### src/rtl/ser_rx_pkg.sv
package ser_rx_pkg;

    localparam int unsigned WORD_W  = 32;
    localparam int unsigned LEN_W   = $clog2(WORD_W);
    localparam int unsigned CNT_W   = LEN_W + 1;
    localparam int unsigned HALF_W  = WORD_W / 2;
    localparam int unsigned BUF_DEPTH = 2;

    typedef enum logic [1:0] {
        FR_IDLE  = 2'd0,
        FR_ARMED = 2'd1,
        FR_SHIFT = 2'd2
    } frame_state_e;

    typedef struct packed {
        logic              valid;
        logic [WORD_W-1:0] data;
    } rx_word_t;

    // Place one received bit into the word being assembled.
    function automatic logic [WORD_W-1:0] put_bit(
        input logic [WORD_W-1:0] acc,
        input logic              b,
        input logic [CNT_W-1:0]  idx,
        input logic              lsb_first
    );
        logic [WORD_W-1:0] one;
        one = {{(WORD_W-1){1'b0}}, b};
        if (lsb_first)
            return acc | (one << idx[LEN_W-1:0]);
        else
            return {acc[WORD_W-2:0], b};
    endfunction

    function automatic logic [1:0] fill_code(input logic is_empty, input logic is_full);
        if (is_empty)     return 2'b00;
        else if (is_full) return 2'b11;
        else              return 2'b10;
    endfunction

endpackage

### src/rtl/ser_rx_sampler.sv
module ser_rx_sampler (
    input  logic clk,
    input  logic rst,
    input  logic rise_edge,
    input  logic fs_active_low,
    input  logic ser_clk,
    input  logic ser_fs,
    input  logic ser_data,
    output logic bit_stb,
    output logic bit_val,
    output logic fs_active
);
    logic sclk_q, sclk_q2, fs_q, data_q;

    always_ff @(posedge clk) begin
        if (rst) begin
            sclk_q  <= 1'b0;
            sclk_q2 <= 1'b0;
            fs_q    <= 1'b0;
            data_q  <= 1'b0;
        end else begin
            sclk_q  <= ser_clk;
            sclk_q2 <= sclk_q;
            fs_q    <= ser_fs;
            data_q  <= ser_data;
        end
    end

    always_comb begin
        bit_stb   = rise_edge ? (sclk_q & ~sclk_q2) : (~sclk_q & sclk_q2);
        bit_val   = data_q;
        fs_active = fs_q ^ fs_active_low;
    end

endmodule

### src/rtl/ser_rx_framer.sv
module ser_rx_framer
    import ser_rx_pkg::*;
(
    input  logic             clk,
    input  logic             rst,
    input  logic             en,
    input  logic             late_fs,
    input  logic             fs_required,
    input  logic             lsb_first,
    input  logic [LEN_W-1:0] len_m1,
    input  logic             bit_stb,
    input  logic             bit_val,
    input  logic             fs_active,
    output rx_word_t         word_o
);
    frame_state_e      state_q;
    logic [CNT_W-1:0]  cnt_q;
    logic [WORD_W-1:0] acc_q;
    logic [WORD_W-1:0] acc_nxt;
    logic              last_bit;

    always_comb begin
        acc_nxt  = put_bit(acc_q, bit_val, cnt_q, lsb_first);
        last_bit = (cnt_q == {1'b0, len_m1});
    end

    always_ff @(posedge clk) begin
        if (rst || !en) begin
            state_q      <= FR_IDLE;
            cnt_q        <= '0;
            acc_q        <= '0;
            word_o.valid <= 1'b0;
            word_o.data  <= '0;
        end else begin
            word_o.valid <= 1'b0;
            if (bit_stb) begin
                unique case (state_q)
                    FR_IDLE: begin
                        if (fs_active) begin
                            if (late_fs) begin
                                acc_q   <= put_bit('0, bit_val, '0, lsb_first);
                                cnt_q   <= CNT_W'(1);
                                state_q <= FR_SHIFT;
                            end else begin
                                state_q <= FR_ARMED;
                            end
                        end
                    end
                    FR_ARMED: begin
                        acc_q   <= put_bit('0, bit_val, '0, lsb_first);
                        cnt_q   <= CNT_W'(1);
                        state_q <= FR_SHIFT;
                    end
                    FR_SHIFT: begin
                        if (last_bit) begin
                            word_o.valid <= 1'b1;
                            word_o.data  <= acc_nxt;
                            acc_q        <= '0;
                            cnt_q        <= '0;
                            state_q      <= fs_required ? FR_IDLE : FR_ARMED;
                        end else begin
                            acc_q <= acc_nxt;
                            cnt_q <= cnt_q + CNT_W'(1);
                        end
                    end
                    default: state_q <= FR_IDLE;
                endcase
            end
        end
    end

    // completed words carry nothing above the configured length
    p_zero_upper_r6: assert property (@(posedge clk) disable iff (rst)
        word_o.valid |-> ((word_o.data >> ({1'b0, len_m1} + CNT_W'(1))) == '0));

    // a completed word is a single-cycle event
    p_word_pulse_r6: assert property (@(posedge clk) disable iff (rst)
        word_o.valid |=> !word_o.valid);

endmodule

### src/rtl/ser_rx_packer.sv
module ser_rx_packer
    import ser_rx_pkg::*;
(
    input  logic     clk,
    input  logic     rst,
    input  logic     en,
    input  logic     pack,
    input  rx_word_t word_i,
    output rx_word_t word_o
);
    logic              half_q;
    logic [HALF_W-1:0] low_q;

    always_comb begin
        if (pack) begin
            word_o.valid = word_i.valid && half_q;
            word_o.data  = {word_i.data[HALF_W-1:0], low_q};
        end else begin
            word_o = word_i;
        end
    end

    always_ff @(posedge clk) begin
        if (rst || !en) begin
            half_q <= 1'b0;
            low_q  <= '0;
        end else if (pack && word_i.valid) begin
            if (!half_q) low_q <= word_i.data[HALF_W-1:0];
            half_q <= ~half_q;
        end
    end

    // after a packed entry is emitted, the next word starts a new pair
    p_pair_restart_r7: assert property (@(posedge clk) disable iff (rst)
        (en && pack && word_o.valid) |=> !half_q);

endmodule

### src/rtl/ser_rx_buffer.sv
module ser_rx_buffer
    import ser_rx_pkg::*;
#(
    parameter int unsigned DEPTH = BUF_DEPTH,
    parameter int unsigned DW    = WORD_W
) (
    input  logic          clk,
    input  logic          rst,
    input  logic          en,
    input  logic          push,
    input  logic [DW-1:0] push_data,
    input  logic          pop_req,
    output logic [DW-1:0] head,
    output logic [1:0]    status,
    output logic          overflow
);
    localparam int unsigned AW = (DEPTH > 1) ? $clog2(DEPTH) : 1;
    localparam int unsigned CW = AW + 1;

    logic [DW-1:0] mem_q [DEPTH];
    logic [AW-1:0] wr_q, rd_q;
    logic [CW-1:0] cnt_q;
    logic          empty, full, pop, accept, drop;

    always_comb begin
        empty  = (cnt_q == '0);
        full   = (cnt_q == CW'(DEPTH));
        pop    = pop_req && !empty;
        accept = push && (!full || pop);
        drop   = push && full && !pop;
        head   = empty ? '0 : mem_q[rd_q];
        status = fill_code(empty, full);
    end

    function automatic logic [AW-1:0] bump(input logic [AW-1:0] p);
        return (p == AW'(DEPTH - 1)) ? '0 : p + AW'(1);
    endfunction

    always_ff @(posedge clk) begin
        if (rst || !en) begin
            wr_q     <= '0;
            rd_q     <= '0;
            cnt_q    <= '0;
            overflow <= 1'b0;
        end else begin
            if (accept) wr_q <= bump(wr_q);
            if (pop)    rd_q <= bump(rd_q);
            cnt_q <= cnt_q + CW'(accept) - CW'(pop);
            if (drop) overflow <= 1'b1;
        end
    end

    always_ff @(posedge clk) begin
        if (accept) mem_q[wr_q] <= push_data;
    end

    // overflow stays set while enabled
    p_ovf_sticky_r9: assert property (@(posedge clk) disable iff (rst)
        (overflow && en) |=> overflow);

    // a dropped entry leaves the buffer full and flags overflow
    p_full_drop_r9: assert property (@(posedge clk) disable iff (rst)
        (en && push && full && !pop_req) |=> (overflow && status == 2'b11));

    // disabling empties the buffer and clears the flag
    p_disable_clear_r10: assert property (@(posedge clk) disable iff (rst)
        !en |=> (status == 2'b00 && !overflow));

endmodule

### src/rtl/ser_rx.sv
module ser_rx
    import ser_rx_pkg::*;
(
    input  logic              clk,
    input  logic              rst,
    input  logic              cfg_en,
    input  logic              cfg_rise_edge,
    input  logic              cfg_fs_active_low,
    input  logic              cfg_late_fs,
    input  logic              cfg_fs_required,
    input  logic              cfg_lsb_first,
    input  logic              cfg_pack,
    input  logic [LEN_W-1:0]  cfg_len_m1,
    input  logic              ser_clk,
    input  logic              ser_fs,
    input  logic              ser_data,
    input  logic              rd_en,
    output logic [WORD_W-1:0] rd_data,
    output logic [1:0]        rx_status,
    output logic              rx_overflow
);
    logic     bit_stb, bit_val, fs_active;
    rx_word_t raw_word, packed_word;

    ser_rx_sampler u_sampler (
        .clk          (clk),
        .rst          (rst),
        .rise_edge    (cfg_rise_edge),
        .fs_active_low(cfg_fs_active_low),
        .ser_clk      (ser_clk),
        .ser_fs       (ser_fs),
        .ser_data     (ser_data),
        .bit_stb      (bit_stb),
        .bit_val      (bit_val),
        .fs_active    (fs_active)
    );

    ser_rx_framer u_framer (
        .clk        (clk),
        .rst        (rst),
        .en         (cfg_en),
        .late_fs    (cfg_late_fs),
        .fs_required(cfg_fs_required),
        .lsb_first  (cfg_lsb_first),
        .len_m1     (cfg_len_m1),
        .bit_stb    (bit_stb),
        .bit_val    (bit_val),
        .fs_active  (fs_active),
        .word_o     (raw_word)
    );

    ser_rx_packer u_packer (
        .clk   (clk),
        .rst   (rst),
        .en    (cfg_en),
        .pack  (cfg_pack),
        .word_i(raw_word),
        .word_o(packed_word)
    );

    ser_rx_buffer #(.DEPTH(BUF_DEPTH), .DW(WORD_W)) u_buffer (
        .clk      (clk),
        .rst      (rst),
        .en       (cfg_en),
        .push     (packed_word.valid),
        .push_data(packed_word.data),
        .pop_req  (rd_en),
        .head     (rd_data),
        .status   (rx_status),
        .overflow (rx_overflow)
    );

    // an entry written into an empty buffer moves the code to partially full
    p_first_entry_r8: assert property (@(posedge clk) disable iff (rst)
        (cfg_en && packed_word.valid && rx_status == 2'b00) |=> (rx_status == 2'b10));

endmodule

### config.mk
export PLATFORM = sky130hd
export DESIGN_NAME = ser_rx
export DESIGN_NICKNAME = d
export VERILOG_FILES = /design/src/rtl/ser_rx_pkg.sv /design/src/rtl/ser_rx_sampler.sv /design/src/rtl/ser_rx_framer.sv /design/src/rtl/ser_rx_packer.sv /design/src/rtl/ser_rx_buffer.sv /design/src/rtl/ser_rx.sv
export SDC_FILE = /design/constraint.sdc
export NUM_CORES = 1
export LEC_CHECK = 0
export BUFFER_PORTS_ARGS = -buffer_cell sky130_fd_sc_hd__clkbuf_2
export CORE_MARGIN = 2
export CORE_UTILIZATION = 23
export DETAILED_ROUTE_END_ITERATION = 8
export GPL_TIMING_DRIVEN = 0
export PLACE_DENSITY = 0.49
export SLEW_MARGIN = 20
export SYNTH_ARGS = -nofsm -noshare
export SYNTH_HDL_FRONTEND = slang
export SYNTH_HIERARCHICAL = 1
export SYNTH_SLANG_ARGS = --single-unit
export TNS_END_PERCENT = 5
### constraint.sdc
create_clock -name clk -period 3.25 [get_ports clk]
set_input_delay 0.65 -clock clk [delete_from_list [all_inputs] [get_ports clk]]
set_output_delay 0.65 -clock clk [all_outputs]
set_load 0.1 [all_outputs]
After elaboration in Yosys (flattened, before gate mapping)

Memories as Yosys holds them, arrays and structs flattened. A register that Yosys moved wholly into a read port is not among the register bits.
Cells that the tools add are included.

Register bits after elaboration: 99
Memory bits (writable): 64
Input port bits: 18
Logic and storage cells: 84
Memories kept: 1

Memory list:

| name           | words | bits a word | rd ports | clocked after Yosys merged registers in | wr ports | line                | RTL |
|---|---|---|---|---|---|---|---|
| u_buffer.mem_q | 2     | 32          | 1        | 1                                       | 1        | ser_rx_buffer.sv:20 | `logic [DW-1:0] mem_q [DEPTH];` |

Add/sub/neg operators: 5
Equality and inequality tests: 7
Shift-type cells: 1
Multiplexer cells: 26
Bitwise logic cells: 9
Reduce and logical (&&, ||, !) cells: 20

Operators with widths:

| operator                                                      | count |
|---|---|
| 32-bit 2-to-1 mux                                             | 5 |
| 32-bit one-hot mux with 3 select lines                        | 1 |
| 33-bit 2-to-1 mux                                             | 2 |
| 32-bit OR                                                     | 1 |
| 1-bit by 5-bit << shifter with 32-bit output                  | 1 |
| 6-bit 2-to-1 mux                                              | 3 |
| 6-bit one-hot mux with 3 select lines                         | 1 |
| 1-bit 2-to-1 mux                                              | 9 |
| 2-bit 2-to-1 mux                                              | 4 |
| 6-bit by 1-bit adder with 6-bit output, second input constant | 1 |
| 6-bit by 5-bit equality test with 1-bit output                | 1 |
| 1-bit logical AND                                             | 6 |
| 2-bit one-hot mux with 3 select lines                         | 1 |
| 3-bit AND reduction                                           | 2 |
| 1-bit inverter                                                | 5 |
| 2-bit equality test, second input constant                    | 2 |
| 1-bit logical NOT                                             | 4 |
| 2-bit logical NOT                                             | 2 |
| 2-bit inequality test, second input constant                  | 2 |
| 4-bit AND reduction                                           | 1 |
| 3-bit nonzero test                                            | 1 |
| 3-bit OR reduction                                            | 1 |
| 1-bit adder, second input constant                            | 2 |
| 2-bit by 1-bit adder with 2-bit output                        | 1 |
| 7 further kinds                                               | 9 |

Depth between registers and ports, before layout

Depth after elaboration: 7
Depth in mapped cells: 10

Hierarchy

Netlist, hierarchy kept.

By module, submodules not included:

| module         | times used | cells an instance | area each (µm²) |
|---|---|---|---|
| ser_rx_framer  | 1          | 400               | 3,291.9 |
| ser_rx_buffer  | 1          | 170               | 2,702.6 |
| ser_rx_packer  | 1          | 116               | 1,222.4 |
| ser_rx_sampler | 1          | 12                | 136.4 |

Worst setup path before layout

OpenSTA, ideal clock, no wires.

Path type: input -> register
From: in cfg_pack
To: mem u_buffer/mem_q[0][0] (netlist bit) (enable)
Arrival time: 2.342 ns
Data required time: 2.863 ns
Slack: 0.521 ns
Stages on the path: 6
Path buffers: 2
Cells stage by stage: buf_6 buf_2 a21boi_0 inv_1 or3_4 inv_1

RTL lines:

| what        | line                | RTL |
|---|---|---|
| from (decl) | ser_rx.sv:12        | `input logic cfg_pack,` |
| to (decl)   | ser_rx_buffer.sv:20 |  |

Final worst setup path

From: reg u_buffer.cnt_q[0]
To: out rd_data[30]

Longest elaborated chain between the ends: 2

Ends and longest elaborated chain:

| what                   | line                | RTL |
|---|---|---|
| from (decl)            | ser_rx_buffer.sv:22 | `logic [CW-1:0] cnt_q;` |
| from (signal assigned) | ser_rx_buffer.sv:48 | `cnt_q <= cnt_q + CW'(accept) - CW'(pop);` |
| 2-bit logical NOT      | ser_rx_buffer.sv:26 | `empty = (cnt_q == '0);` |
| 32-bit 2-to-1 mux      | ser_rx_buffer.sv:31 | `head = empty ? '0 : mem_q[rd_q];` |
| to (decl)              | ser_rx.sv:18        | `output logic [WORD_W-1:0] rd_data,` |

No other way between the ends.

==> impl_metrics.yaml <==
global_route:
  antenna_found_initial: 0
  grt_pass1_wl_um: 29800
  grt_use_total_pct: 11.8
  grt_max_degree: 33
  overflow: 0
  grt_pass1_vias: 5100
synthesis:
  synth_edf_count: 64
  synth_ff_type: "dfxtp_1"
  syn_inst: 698
  synth_area_um2: 7350
  ys_seq_elements: 164
  synthArstFlopShare_pct: 0
  netlist_top_cells_count: "dfxtp_1, nor2_1, a21oi_1, edfxtp_1, mux2i_1"
  synthTopCellsByArea: "dfxtp_1, edfxtp_1, mux2i_1, mux2_2, a21oi_1"
  syn-num-nets: 719
  synth_top_family_by_area: "simple AND/OR/NAND/NOR gates"
  yosysMostFrequentCell: "dfxtp_1"
  synthDominantCellAreaShare_pct: 27.2
  synth-xor-area-share_pct: 1.43
  avgSynthCellArea_um2: 10.5
  yosys.area.top_type: "dfxtp_1"
  ys_seq_area_share_pct: 53.4
  yosysWarningCount: 6
  synth_compound_area_share_pct: 12.2
  synthSimpleGateAreaFrac_pct: 16.2
  synthMuxAreaShare_pct: 11.6
  synthAdderAreaFrac_pct: 0.510
  netlist-cell-type-count: 49
pwr:
  switchingPower_uw: 916
  power_frac_clock_pct: 49.2
  power_frac_comb_pct: 3.5
  p_leak_uw: 0.00322
  p_per_area_nw_per_um2: 512
  seqPwrFrac_pct: 47.3
  p_sw_share_pct: 20.4
  internal_power_uw: 3580
  ir_worst_vdd_mv: 0.288
floorplanning:
  placementRows: 65
  die_y_um: 183
  fp.dieW_um: 183
  initial_core_util_pct: 23.3
  ioPinCount: 53
  core_area_um2: 31600
  die_area_um2: 33400
drt:
  dr.first_iter.drc_count: 267
  dr.pass1.iters: 4
  routed_via_density: 4.43
  ant_nets: 0
  drc_errors: 0
  drt-total-wl_um: 18800
  wire_per_inst_um: 15.9
  vias: 5235
finish:
  syn2layout_area_growth_pct: 19.5
  final_cells: 1183
  diodes: 0
  nets: 789
  drive_gt1_share_pct: 19.6
setup_path:
  arrival_ns: 2.19
  endpoint_kind: "primary output"
  crit_path_max_incr_delay_ns: 0.56
  path_max_fanout: 10
  cp.required_ns: 2.60
  path_class: "flip-flop to primary output"
  startpoint_type: "flip-flop"
  worst_path_max_delay_cell: "nor2_1"
  crit_top_cell: "nor2_1"
  path_cells: "nor2_1, buf_2, nor2_1, clkbuf_2"
sta:
  hold_viol: 0
  fin_skew_ns: 0.0137
  setup_viol: 0
  relSlewSlack_pct: 42.3
  min_period_ns: 2.84
  timing.hold.ws_ns: 0.418
  slew_viol_final: 0
  rsz0062_at_grt: "no"
  tightest_slew_ns: 0.864
  fmax_mhz: 352
  post-route-period-util_pct: 87.4
run_status:
  status: "finished, final reports clean"
cts:
  cts_buffer_depth: 2
  postCtsSetupRepairBufs: 0
  cts_resized: 0
  cts_max_level: 4
  clk_pin_slew_ns: 0.07
  cts_buffers: 17
  clkLatencyLatePin_ns: 0.44
  root_buffer: "clkbuf_16"
  clkSinkCount: 164
  ctsHoldBuffers: 0
  cts_tree: "built"
place:
  gp_congestion: 0.778
  place_hpwl_um: 13500
  portBuffers: 50
  place_inst: 1151
flow_run:
  maxCapViolCount: 0
min_path:
  min_path_type: "primary input to flip-flop"
## layout make-up
type / count / area, µm²
Buffer: 54 / 305
Clock buffer: 24 / 509
Clock inverter: 8 / 144
Fill cell: 3308 / 22800
Inverter: 10 / 37.5
Multi-Input combinational cell: 470 / 3090
Sequential cell: 164 / 3920
Tap cell: 402 / 503
Timing Repair Buffer: 51 / 278
## routing by layer
layer	GRT usage (%)	up-vias	part of all wire (%)
met1	15.1	2455	47
met2	19.6	108	48
met5	0	-	0
met4	4.42	0	1.7
li1	-	2649	-
met3	2.42	23	3.7
## power by group through the flow
stage	combinational [µW]	sequential [µW]	clock, µW
after floorplan	101	2170	0
after global placement	157	2170	0
after detailed placement	156	2170	0
after CTS	157	2130	2270
after global routing	173	2120	2350
final	157	2130	2210
## cells by family after synthesis
kind of cell    count (synthesis)
compound gates                147
flops                         164
fa+ha+maj                       3
simple gates                  227
buf+inv                        64
mux                            81
xor+xnor                       12
## placed cells by master (no fill, tap or decap), drive strengths merged, types with 2 or more instances in the layout
cell,count
nor2,80
nor3b,3
nor2b,10
and4bb,2
a31oi,2
nand3b,32
a21oi,70
ha,3
a22o,31
edfxtp,64
a21boi,2
bufinv,4
inv,11
a211oi,2
mux2,32
nand2,39
mux2i,49
nand3,33
o21ai,35
clkinv,2
and2,3
clkbuf,98
buf,31
and3,6
dfxtp,100
xor2,12
nand2b,3
nor3,4
and3b,5
## final timing paths
check	start	to	slack, ns	cells after the start
worst max-delay path	u_buffer/cnt_q[0]	rd_data[30]	0.41	4
worst min-delay path	ser_fs	u_sampler/fs_q	0.42	2
worst max register to register	u_sampler/sclk_q	u_framer/acc_q[2]	0.94	7
worst min register to register	u_framer/word_o[22]	u_framer/word_o[22]	0.44	2
## state kept, by name, indices dropped and copies added, names as in the netlist, named ones only
| register | count |
|---|---|
| u_sampler/sclk_q | 1 |
| u_packer/low_q | 16 |
| u_framer/cnt_q | 6 |
| u_buffer/overflow | 1 |
| u_framer/state_q | 2 |
| u_buffer/rd_q | 1 |
| u_sampler/fs_q | 1 |
| u_framer/acc_q | 32 |
| u_framer/word_o | 33 |
| u_sampler/bit_val | 1 |
| u_buffer/wr_q | 1 |
| u_packer/half_q | 1 |
| u_buffer/cnt_q | 2 |
| u_sampler/sclk_q2 | 1 |
| u_buffer/mem_q | 64 |
## through the flow
stage | power (µW) | TNS [ns] | worst slack, ns | utilization [%] | area (µm²)
detailed placement | 2330 | 0 | 0.351 | 25.8 | 8140
global route | 4640 | 0 | 0.143 | 27.9 | 8790
global placement | 2330 | -4.18 | -0.132 | 25.7 | 8110
CTS | 4550 | 0 | 0.254 | 27.9 | 8790
floorplan | 2270 | 0 | 0.521 | - | 7350
finish | 4500 | 0 | 0.409 | 27.9 | 8790
## worst max-delay path: cells and delay by family (launching register included)
family        cells  cell delay, ns
flops             1            0.36
simple gates      2            0.65
buf+inv           2            0.74
Power figures use the tool's default switching activity.
